<file path="config.mk">
export PLATFORM = sky130hd
export DESIGN_NAME = trace_traffic_gen
export DESIGN_NICKNAME = d
export VERILOG_FILES = /design/src/rtl/tg_pkg.sv /design/src/rtl/tg_trace_ram.sv /design/src/rtl/tg_gap_lfsr.sv /design/src/rtl/tg_issue_ctl.sv /design/src/rtl/tg_stats.sv /design/src/rtl/trace_traffic_gen.sv
export SDC_FILE = /design/constraint.sdc
export NUM_CORES = 1
export LEC_CHECK = 0
export ABC_AREA = 1
export BUFFER_PORTS_ARGS = -buffer_cell sky130_fd_sc_hd__clkbuf_2
export CAP_MARGIN = 20
export CORE_ASPECT_RATIO = 0.7
export CORE_MARGIN = 2
export CORE_UTILIZATION = 40
export CTS_BUF_LIST = sky130_fd_sc_hd__clkbuf_4
export CTS_CLUSTER_DIAMETER = 200
export DETAILED_ROUTE_END_ITERATION = 10
export GPL_TIMING_DRIVEN = 1
export PLACE_DENSITY_LB_ADDON = 0.25
export SLEW_MARGIN = 20
export SYNTH_ARGS = -nofsm -noshare
export SYNTH_HDL_FRONTEND = slang
export SYNTH_HIERARCHICAL = 1
export SYNTH_SLANG_ARGS = --single-unit
</file>
<file path="constraint.sdc">
create_clock -name clk -period 3.22 [get_ports clk]
set_input_delay 0.161 -clock clk [delete_from_list [all_inputs] [get_ports clk]]
set_output_delay 0.161 -clock clk [all_outputs]
set_load 0.05 [all_outputs]
</file>
<file path="src/rtl/tg_pkg.sv">
`timescale 1ns/1ps
// Shared types for the trace-driven traffic generator.
// Assumes a 2-bit operation code where codes below 2 address memory.
package tg_pkg;

    typedef enum logic [1:0] {
        OP_RD   = 2'd0,
        OP_WR   = 2'd1,
        OP_MSG  = 2'd2,
        OP_SYNC = 2'd3
    } tg_op_e;

    typedef enum logic [1:0] {
        ST_IDLE  = 2'd0,
        ST_WAIT  = 2'd1,
        ST_ISSUE = 2'd2,
        ST_DONE  = 2'd3
    } tg_state_e;

    // True when the operation code carries a meaningful address.
    function automatic logic op_is_mem(input logic [1:0] op);
        return (op == OP_RD) || (op == OP_WR);
    endfunction

endpackage

</file>
<file path="src/rtl/tg_trace_ram.sv">
`timescale 1ns/1ps
// Trace storage: one write port fed by the load interface and one
// asynchronous read port addressed by the issue controller.
// Assumes the contents are loaded before a replay reads them.
module tg_trace_ram #(
    parameter int DEPTH = 16,
    parameter int WIDTH = 40,
    localparam int IDX_W = (DEPTH > 1) ? $clog2(DEPTH) : 1
) (
    input  logic             clk,
    input  logic             wr_en,
    input  logic [IDX_W-1:0] wr_idx,
    input  logic [WIDTH-1:0] wr_data,
    input  logic [IDX_W-1:0] rd_idx,
    output logic [WIDTH-1:0] rd_data
);

    logic [WIDTH-1:0] mem [DEPTH];

    // Store one entry per load cycle.
    always_ff @(posedge clk) begin
        if (wr_en) begin
            mem[wr_idx] <= wr_data;
        end
    end

    // Entry look-up for the controller's next index.
    assign rd_data = mem[rd_idx];

endmodule

</file>
<file path="src/rtl/tg_gap_lfsr.sv">
`timescale 1ns/1ps
// Free-running Galois LFSR plus threshold compare. An asserted fire
// output closes a statistical gap; a per-cycle test with fixed
// probability yields geometric gaps. Assumes a nonzero seed.
module tg_gap_lfsr #(
    parameter int                LFSR_W = 16,
    parameter logic [LFSR_W-1:0] TAPS   = 16'hB400,
    parameter logic [LFSR_W-1:0] SEED   = 16'hACE1
) (
    input  logic              clk,
    input  logic              rst_n,
    input  logic [LFSR_W-1:0] thresh,
    output logic              fire
);

    logic [LFSR_W-1:0] lfsr_q;

    // Advance the register one step every cycle.
    always_ff @(posedge clk) begin
        if (!rst_n) begin
            lfsr_q <= SEED;
        end else begin
            lfsr_q <= {1'b0, lfsr_q[LFSR_W-1:1]} ^ (lfsr_q[0] ? TAPS : '0);
        end
    end

    // Fire when the current value does not exceed the threshold.
    assign fire = (lfsr_q <= thresh);

    p_lfsr_live_r8: assert property (@(posedge clk) disable iff (!rst_n)
        lfsr_q != '0);

endmodule

</file>
<file path="src/rtl/tg_issue_ctl.sv">
`timescale 1ns/1ps
// Replay sequencer. Walks entry indices, counts each gap from the
// accepting edge of the previous request (or from start) and raises
// the request valid. Assumes ent_gap is the gap of entry rd_idx.
module tg_issue_ctl
    import tg_pkg::*;
#(
    parameter int DEPTH = 16,
    parameter int GAP_W = 8,
    localparam int IDX_W = (DEPTH > 1) ? $clog2(DEPTH) : 1,
    localparam int LEN_W = $clog2(DEPTH + 1)
) (
    input  logic             clk,
    input  logic             rst_n,
    input  logic             start,
    input  logic             stat_mode,
    input  logic [LEN_W-1:0] len,
    input  logic             fire,
    input  logic [GAP_W-1:0] ent_gap,
    output logic [IDX_W-1:0] rd_idx,
    output logic             capture,
    output logic             req_valid,
    input  logic             req_ready,
    output logic             done,
    output logic             hs
);

    tg_state_e        state;
    logic [IDX_W-1:0] idx;
    logic [GAP_W-1:0] cnt;
    logic [LEN_W-1:0] idx_ext;
    logic             last;
    logic             zero_gap;

    // Derive handshake, end-of-trace and the index to look up next.
    always_comb begin
        idx_ext   = LEN_W'(idx);
        last      = (idx_ext + LEN_W'(1)) == len;
        req_valid = (state == ST_ISSUE);
        done      = (state == ST_DONE);
        hs        = req_valid && req_ready;
        rd_idx    = start ? '0 : idx + IDX_W'(1);
        zero_gap  = !stat_mode && (ent_gap == '0);
        capture   = (start && (len != '0)) || (hs && !last && !start);
    end

    // Sequencer: restart has priority over every other transition.
    always_ff @(posedge clk) begin
        if (!rst_n) begin
            state <= ST_IDLE;
            idx   <= '0;
            cnt   <= '0;
        end else if (start) begin
            idx <= '0;
            cnt <= ent_gap;
            if (len == '0) begin
                state <= ST_DONE;
            end else begin
                state <= zero_gap ? ST_ISSUE : ST_WAIT;
            end
        end else begin
            case (state)
                ST_WAIT: begin
                    if (stat_mode) begin
                        if (fire) state <= ST_ISSUE;
                    end else if (cnt <= GAP_W'(1)) begin
                        state <= ST_ISSUE;
                    end else begin
                        cnt <= cnt - GAP_W'(1);
                    end
                end
                ST_ISSUE: begin
                    if (req_ready) begin
                        if (last) begin
                            state <= ST_DONE;
                        end else begin
                            idx   <= idx + IDX_W'(1);
                            cnt   <= ent_gap;
                            state <= zero_gap ? ST_ISSUE : ST_WAIT;
                        end
                    end
                end
                default: ;
            endcase
        end
    end

    p_hold_valid_r6: assert property (@(posedge clk) disable iff (!rst_n)
        (req_valid && !req_ready && !start) |=> req_valid);

    p_gap_zero_r3: assert property (@(posedge clk) disable iff (!rst_n)
        (hs && !start && !last && !stat_mode && ent_gap == '0) |=> req_valid);

    p_done_cause_r7: assert property (@(posedge clk) disable iff (!rst_n)
        $rose(done) |-> ($past(hs) || $past(start)));

    p_restart_r2: assert property (@(posedge clk) disable iff (!rst_n)
        (start && len != '0) |=> !done);

    p_stat_fire_r8: assert property (@(posedge clk) disable iff (!rst_n)
        (state == ST_WAIT && stat_mode && fire && !start) |=> req_valid);

endmodule

</file>
<file path="src/rtl/tg_stats.sv">
`timescale 1ns/1ps
// Saturating counters of accepted requests and stalled cycles.
// Assumes clear is the replay restart pulse.
module tg_stats #(
    parameter int CNT_W = 16
) (
    input  logic             clk,
    input  logic             rst_n,
    input  logic             clear,
    input  logic             hs,
    input  logic             stall,
    output logic [CNT_W-1:0] issued,
    output logic [CNT_W-1:0] stalls
);

    localparam logic [CNT_W-1:0] CNT_MAX = '1;

    // Count events, holding at the maximum value.
    always_ff @(posedge clk) begin
        if (!rst_n || clear) begin
            issued <= '0;
            stalls <= '0;
        end else begin
            if (hs && issued != CNT_MAX) issued <= issued + CNT_W'(1);
            if (stall && stalls != CNT_MAX) stalls <= stalls + CNT_W'(1);
        end
    end

    p_issue_step_r9: assert property (@(posedge clk) disable iff (!rst_n)
        (hs && !clear && issued != CNT_MAX) |=> issued == $past(issued) + CNT_W'(1));

    p_stall_step_r9: assert property (@(posedge clk) disable iff (!rst_n)
        (!stall && !clear) |=> $stable(stalls));

    p_clear_r2: assert property (@(posedge clk) disable iff (!rst_n)
        clear |=> (issued == '0 && stalls == '0));

endmodule

</file>
<file path="src/rtl/trace_traffic_gen.sv">
`timescale 1ns/1ps
// Trace-driven traffic generator top. Holds the trace store, the
// sequencer, the statistical gap source and the counters, and
// registers the request fields of the entry being offered.
// Assumes entries are loaded while no replay reads them.
module trace_traffic_gen
    import tg_pkg::*;
#(
    parameter int DEPTH  = 16,
    parameter int GAP_W  = 8,
    parameter int ID_W   = 4,
    parameter int SIZE_W = 6,
    parameter int ADDR_W = 16,
    parameter int CNT_W  = 16,
    parameter int RND_W  = 16,
    localparam int IDX_W = (DEPTH > 1) ? $clog2(DEPTH) : 1,
    localparam int LEN_W = $clog2(DEPTH + 1)
) (
    input  logic              clk,
    input  logic              rst_n,
    input  logic              ld_en,
    input  logic [IDX_W-1:0]  ld_idx,
    input  logic [GAP_W-1:0]  ld_gap,
    input  logic [ID_W-1:0]   ld_src,
    input  logic [ID_W-1:0]   ld_dst,
    input  logic [1:0]        ld_op,
    input  logic [SIZE_W-1:0] ld_size,
    input  logic [ADDR_W-1:0] ld_addr,
    input  logic [LEN_W-1:0]  cfg_len,
    input  logic              cfg_stat,
    input  logic [RND_W-1:0]  cfg_thresh,
    input  logic              start,
    output logic              req_valid,
    input  logic              req_ready,
    output logic [ID_W-1:0]   req_src,
    output logic [ID_W-1:0]   req_dst,
    output logic [1:0]        req_op,
    output logic [SIZE_W-1:0] req_size,
    output logic [ADDR_W-1:0] req_addr,
    output logic              done,
    output logic [CNT_W-1:0]  issued_cnt,
    output logic [CNT_W-1:0]  stall_cnt
);

    localparam int OP_W     = 2;
    localparam int OFF_SIZE = ADDR_W;
    localparam int OFF_OP   = OFF_SIZE + SIZE_W;
    localparam int OFF_DST  = OFF_OP + OP_W;
    localparam int OFF_SRC  = OFF_DST + ID_W;
    localparam int OFF_GAP  = OFF_SRC + ID_W;
    localparam int ENT_W    = OFF_GAP + GAP_W;

    logic [ENT_W-1:0]  wr_word;
    logic [ENT_W-1:0]  rd_word;
    logic [IDX_W-1:0]  rd_idx;
    logic              capture;
    logic              hs;
    logic              fire;
    logic [GAP_W-1:0]  ent_gap;
    logic [ID_W-1:0]   ent_src;
    logic [ID_W-1:0]   ent_dst;
    logic [OP_W-1:0]   ent_op;
    logic [SIZE_W-1:0] ent_size;
    logic [ADDR_W-1:0] ent_addr;

    // Pack load fields and split the looked-up entry.
    always_comb begin
        wr_word  = {ld_gap, ld_src, ld_dst, ld_op, ld_size, ld_addr};
        ent_addr = rd_word[ADDR_W-1:0];
        ent_size = rd_word[OFF_SIZE +: SIZE_W];
        ent_op   = rd_word[OFF_OP +: OP_W];
        ent_dst  = rd_word[OFF_DST +: ID_W];
        ent_src  = rd_word[OFF_SRC +: ID_W];
        ent_gap  = rd_word[OFF_GAP +: GAP_W];
    end

    tg_trace_ram #(
        .DEPTH (DEPTH),
        .WIDTH (ENT_W)
    ) u_ram (
        .clk     (clk),
        .wr_en   (ld_en),
        .wr_idx  (ld_idx),
        .wr_data (wr_word),
        .rd_idx  (rd_idx),
        .rd_data (rd_word)
    );

    tg_gap_lfsr #(
        .LFSR_W (RND_W)
    ) u_lfsr (
        .clk    (clk),
        .rst_n  (rst_n),
        .thresh (cfg_thresh),
        .fire   (fire)
    );

    tg_issue_ctl #(
        .DEPTH (DEPTH),
        .GAP_W (GAP_W)
    ) u_ctl (
        .clk       (clk),
        .rst_n     (rst_n),
        .start     (start),
        .stat_mode (cfg_stat),
        .len       (cfg_len),
        .fire      (fire),
        .ent_gap   (ent_gap),
        .rd_idx    (rd_idx),
        .capture   (capture),
        .req_valid (req_valid),
        .req_ready (req_ready),
        .done      (done),
        .hs        (hs)
    );

    tg_stats #(
        .CNT_W (CNT_W)
    ) u_stats (
        .clk    (clk),
        .rst_n  (rst_n),
        .clear  (start),
        .hs     (hs && !start),
        .stall  (req_valid && !req_ready && !start),
        .issued (issued_cnt),
        .stalls (stall_cnt)
    );

    // Latch the next entry's request fields; mask non-memory addresses.
    always_ff @(posedge clk) begin
        if (!rst_n) begin
            req_src  <= '0;
            req_dst  <= '0;
            req_op   <= '0;
            req_size <= '0;
            req_addr <= '0;
        end else if (capture) begin
            req_src  <= ent_src;
            req_dst  <= ent_dst;
            req_op   <= ent_op;
            req_size <= ent_size;
            req_addr <= op_is_mem(ent_op) ? ent_addr : '0;
        end
    end

    p_addr_mask_r5: assert property (@(posedge clk) disable iff (!rst_n)
        (req_valid && !op_is_mem(req_op)) |-> req_addr == '0);

    p_fields_stable_r6: assert property (@(posedge clk) disable iff (!rst_n)
        (req_valid && !req_ready && !start) |=>
            ($stable(req_src) && $stable(req_dst) && $stable(req_op)
             && $stable(req_size) && $stable(req_addr)));

endmodule

</file>
==> flow_metrics.tcl, run 1 <==
set metrics [dict create \
    status "finished clean" \
    wl_per_cell_um 17.8 \
    first_iter_violations 2186 \
    grt_pass1_wl_mm 134 \
    cts_max_level 4 \
    drv_slew 0 \
    place_area_um2 34500 \
    syn_nets 3474 \
    clk_latency_ns 1.03 \
    die-area_um2 84000 \
    worst_slack_ns 0.264 \
    synth_adder_area_share_pct 0.805 \
    die-height_um 243 \
    vdd_ir_drop_max_mv 0.330 \
    fin_skew_ns 0.0439 \
    die_x_um 345 \
    ys_async_sr_fraction_pct 0 \
    yosys.area_share.simple_pct 23.4 \
    arrival_ns 3.92 \
    synthToLayoutAreaGrowth_pct 15.7 \
    mostFrequentLayoutCell "nand2_1" \
    worst_pin_slew_ns 0.919 \
    synth_seq_cells 734 \
    antenna_found_initial 10 \
    routed_via_density 4.85 \
    cts_setup_buffers 0 \
    core_um2 80700 \
    final.period_utilization_pct 91.8 \
    gp_congestion 0.817 \
    drtAntennaViolNets 0 \
    num_rows 87 \
    synth_top_family_by_area "simple AND/OR/NAND/NOR gates" \
    synth_edf_count 640 \
    drcViolationCount 0 \
    fin_crit_ns 2.96 \
    numCtsBuffers 187 \
    dp_hpwl_mm 46.6 \
    nNetsFinal 3792 \
    clk_pin_slew_worst_paths_ns 0.07 \
    cts-root-buf "clkbuf_4" \
    startpoint_type "register" \
    design_area_um2 37800 \
    most-common-layout-cells "nand2_1 (1028), edfxtp_1 (640), inv_1 (571)" \
    ys_seq_area_share_pct 64.6 \
    crit_fanout 102 \
    synthMuxAreaShare_pct 0 \
    rsz0062_at_grt "false" \
    start_util_pct 40.5 \
    cts_tree "done" \
    ys_dominant_reg_cell "edfxtp_1" \
    syn_inst 3382 \
    clock_sinks 734 \
    cp-end-kind "register" \
    cp.required_ns 4.18 \
    wl_mm 87.7 \
    powerDensity_nw_per_um2 543 \
    hold_slack_ns 0.111 \
    setup_viol 0 \
    leakage_nw 16.3 \
    maxCapViolations 0 \
    clock_path_buffers 3 \
    grtUsageTotal_pct 20.9 \
    synth_compound_area_share_pct 1.45 \
    synthesis.area_um2 32700 \
    first_global_vias 22700 \
    critical_path_class "register to register" \
    vias 23900 \
    final_util_pct 46.8 \
    num_io_pins 137 \
    grt-ovfl-total 0 \
    ys_warn_count 6 \
    syn_avg_cell_area_um2 9.65 \
    finalPower_mw 20.5 \
    max_freq_mhz 338 \
    finalSetupTns_ns 0 \
    synthXorXnorAreaFrac_pct 0.107 \
    place_inst 4502 \
    nFillCells 7603 \
    layout-drive-gt1-share_pct 14.6 \
    dr.pass1.iters 8 \
    grt_max_degree 103 \
    hold_path.class "primary input to register" \
    slew-limit-headroom_pct 38.7 \
    final-hold-violation-count 0 \
    ys_types 40 \
    final-instance-count-excl-fill 4926 \
    numPortBuffers 136 \
    pre_cts_slack_ns 0.412 \
]
path summary, 6_finish.rpt:
check | startpoint | endpoint | slack, ns | depth (start not counted)
max reg2reg | u_ctl/idx[0]$_SDFFE_PP0P_ | u_ctl/cnt[7]$_SDFFE_PN0P_ | 0.26 | 15
min | ld_addr[1] | u_ram/mem[10][1]$_DFFE_PP_ | 0.11 | 2
max | u_ctl/idx[0]$_SDFFE_PP0P_ | u_ctl/cnt[7]$_SDFFE_PN0P_ | 0.26 | 15
min reg2reg | u_lfsr/lfsr_q[5]$_SDFF_PN1_ | u_lfsr/lfsr_q[4]$_SDFF_PN0_ | 0.41 | 2
timing repair:
item | CTS | global route
hold buffers | 77 | 0
hold endpoints to repair | 849 | 0
gates resized for setup | 0 | 1
setup endpoints to repair | 0 | 2
power by group:
part	total, mW	leakage [nW]	internal, mW	switching (mW)
clock network	8.13	1.45	4.25	3.88
logic	1.70	8.34	0.514	1.19
registers	10.7	6.55	10.6	0.0911
total	20.5	16.3	15.3	5.16
state kept, by name (all words and copies together) (netlist names):
register,count
u_ram/mem,640
u_stats/stalls,16
req_op,2
req_size,6
u_ctl/idx,4
u_ctl/state,2
u_stats/issued,16
u_ctl/cnt,8
req_dst,4
req_addr,16
req_src,4
u_lfsr/lfsr_q,16
kinds of logic (layout without fill, tap and decap cells):
kind of cell	count (synthesis)	count (layout)
and+or+nand+nor	1798	1798
adders and majority gates	21	21
other	0	6
xor gates and xnor gates	4	4
AOI/OAI and AO/OA	91	91
DFF	734	734
buffers and inverters	734	1204
critical path, cell delays in order (launching register included):
cell,delay [ns]
dfxtp_2,0.37
ha_1,0.34
inv_1,0.08
nor2_4,0.16
buf_12,0.49
nand3_1,0.16
nand3_1,0.09
nand3_1,0.07
nand2_1,0.16
inv_1,0.08
nand2_1,0.09
nand2_1,0.05
nand3_1,0.07
nand2_1,0.05
nor2_1,0.08
dlygate4sd3_1,0.54
layer usage:
metal  share of wire, %  wire [µm]  global-route usage [%]
met4                2.2       1900                    7.66
met1                 46      40500                    29.6
met2                 44      38500                    31.3
met5              0.048         42                       0
met3                7.7       6760                    4.80
synthesized netlist by cell type, types with 6 or more instances:
cell	number	share of area [%]
clkbuf_1	18	0.21
buf_4	20	0.46
edfxtp_1	640	59
nand2_1	1028	12
nor2_1	174	2.0
dfxtp_1	94	5.8
buf_2	70	1.1
inv_1	572	6.6
ha_1	21	0.80
a21oi_1	61	0.94
or2_2	6	0.11
nand3_1	552	8.5
nand4_1	11	0.21
buf_1	16	0.18
o21ai_0	25	0.38
buf_6	27	0.93
cell type report:
| cell class | instances | area [µm²] | share of cell area (%) |
|---|---|---|---|
| Antenna cell | 6 | 15.0 | 0.0397 |
| Clock buffer | 283 | 2120 | 5.62 |
| Clock inverter | 58 | 318 | 0.841 |
| Inverter | 580 | 2200 | 5.82 |
| Multi-Input combinational cell | 1914 | 8570 | 22.7 |
| Sequential cell | 734 | 21100 | 55.9 |
| Tap cell | 1068 | 1340 | 3.54 |
| Timing Repair Buffer | 283 | 2110 | 5.60 |
Note: power is estimated with default switching activity, not from simulation.
==> run 2: changes to the inputs <==
==> constraint.sdc (replaced) <==
create_clock -name clk -period 3.22 [get_ports clk]
set_input_delay 0.644 -clock clk [delete_from_list [all_inputs] [get_ports clk]]
set_output_delay 0.644 -clock clk [all_outputs]
set_load 0.05 [all_outputs]
==> run 2 against run 1 <==
Net effect:
- sequential share of layout area increased by 0.67 points
- critical path depth unchanged
- core utilization fell by 0.56 points
- power is 2.1% lower
- global-route usage down 0.59 points
==> flow_metrics.tcl, run 2 (synthesis results as in run 1) <==
set metrics [dict create \
    hold_path.class "primary input to register" \
    finalSetupTns_ns 0 \
    vdd_ir_drop_max_mv 0.323 \
    wl_mm 85.0 \
    grt_max_degree 91 \
    clock_sinks 734 \
    cts_max_level 4 \
    clock_path_buffers 3 \
    antenna_found_initial 9 \
    first_global_vias 21900 \
    numPortBuffers 136 \
    die_x_um 345 \
    internal_power_mw 15.1 \
    cp-end-kind "register" \
    cp.required_ns 4.06 \
    numCtsBuffers 185 \
    setup_viol 0 \
    power_frac_seq_pct 53.1 \
    status "finished clean" \
    fin_crit_ns 2.87 \
    grt-ovfl-total 0 \
    pwr-share-clk_pct 38.7 \
    layout-drive-gt1-share_pct 14.7 \
    regMostFlops "u_ram/mem" \
    first_iter_violations 2159 \
    final-hold-violation-count 0 \
    drv_slew 0 \
    clk_latency_ns 1.02 \
    max_freq_mhz 348 \
    fin_skew_ns 0.0861 \
    switchingPower_mw 5.02 \
    worst_pin_slew_ns 0.889 \
    dp_hpwl_mm 47.3 \
    die-height_um 243 \
    gp_congestion 0.808 \
    slew-limit-headroom_pct 40.5 \
    vias 23300 \
    rsz0062_at_grt "false" \
    nNetsFinal 3755 \
    maxCapViolations 0 \
    drtAntennaViolNets 0 \
    crit_fanout 20 \
    finalPower_mw 20.1 \
    arrival_ns 3.71 \
    drcViolationCount 0 \
    switching_share_pct 25.0 \
    start_util_pct 40.5 \
    wl_per_cell_um 17.4 \
    cts_tree "done" \
    synthToLayoutAreaGrowth_pct 14.3 \
    final.period_utilization_pct 89.1 \
    mostFrequentLayoutCell "nand2_1" \
    grt_pass1_wl_mm 130 \
    combPwrFrac_pct 8.2 \
    grtUsageTotal_pct 20.3 \
    powerDensity_nw_per_um2 538 \
    cts-root-buf "clkbuf_4" \
    clk_pin_slew_worst_paths_ns 0.07 \
    routed_via_density 4.77 \
    critical_path_class "register to register" \
    die-area_um2 84000 \
    dr.pass1.iters 5 \
    most-common-layout-cells "nand2_1 (1028), edfxtp_1 (640), inv_1 (571)" \
    core_um2 80700 \
    startpoint_type "register" \
    num_rows 87 \
    leakage_nw 16.2 \
    nFillCells 7665 \
    num_io_pins 137 \
    largest_register_ffs 640 \
]
-- run 2: final timing paths --
check	cells past startpoint	end	start	slack (ns)
setup / recovery	15	u_ctl/state[0]$_SDFFE_PN0P_	u_ctl/idx[1]$_SDFFE_PP0P_	0.35
hold / removal	1	u_ram/mem[1][36]$_DFFE_PP_	ld_gap[4]	0.11
setup reg to reg	15	u_ctl/state[0]$_SDFFE_PN0P_	u_ctl/idx[1]$_SDFFE_PP0P_	0.35
hold reg to reg	2	u_lfsr/lfsr_q[2]$_SDFF_PN0_	u_lfsr/lfsr_q[3]$_SDFF_PN0_	0.41
-- run 2: critical path: stages, from the launching register on --
cell and delay (ns):
dfxtp_1 0.40, ha_1 0.25, inv_1 0.07, nand2_2 0.08
nand2_1 0.11, nor2_4 0.25, buf_4 0.37, nand3_1 0.14
nand3_1 0.11, nand2_1 0.14, nor2_1 0.17, nand3_1 0.10
nor3_1 0.22, a21oi_1 0.10, nor2_1 0.09, a21oi_1 0.07
-- run 2: layer usage --
metal	vias to the layer above	wire [µm]	track usage, %
met2	723	36200	29.3
met5	-	42	0
met1	10800	40900	30.1
li1	11600	-	-
met4	6	1590	6.81
met3	134	6250	4.44
-- run 2: final cells by class --
type / instances / area, µm² / share of cell area, %
Multi-Input combinational cell: 1914 / 8570 / 23.0
Timing Repair Buffer: 248 / 1800 / 4.83
Sequential cell: 734 / 21100 / 56.5
Clock inverter: 47 / 226 / 0.607
Tap cell: 1068 / 1340 / 3.58
Clock buffer: 277 / 2080 / 5.57
Inverter: 580 / 2200 / 5.89
Antenna cell: 6 / 15.0 / 0.0402
-- run 2: power groups by stage --
stage          Clock, mW  Combinational [mW]  Sequential (mW)
2_1_floorplan          0               0.987             11.0
3_3_place_gp           0                1.60             10.9
4_1_cts             8.03                1.66             10.7
6_report            7.76                1.65             10.7
5_1_grt             8.52                1.86             10.7
3_5_place_dp           0                1.61             10.9
-- run 2: per-stage QoR --
step | cell area (µm²) | util, % | setup slack [ns] | hold slack (ns) | std cells
floorplan | 32700 | - | 0.237 | 0.411 | 3382
global placement | 34600 | 42.9 | 0.356 | 0.432 | 4506
detailed placement | 34600 | 42.9 | 0.333 | 0.433 | 4506
CTS | 37300 | 46.3 | 0.369 | 0.00718 | 4868
global route | 37300 | 46.3 | 0.125 | 0.0634 | 4871
finish | 37300 | 46.3 | 0.350 | 0.114 | 4874
-- run 2: repair_timing --
action,4_1_cts,5_1_grt
endpoints found under the hold margin,498,0
resized for setup,0,0
hold buffers,38,0
setup buffers,0,0
endpoints found under the setup margin,0,0
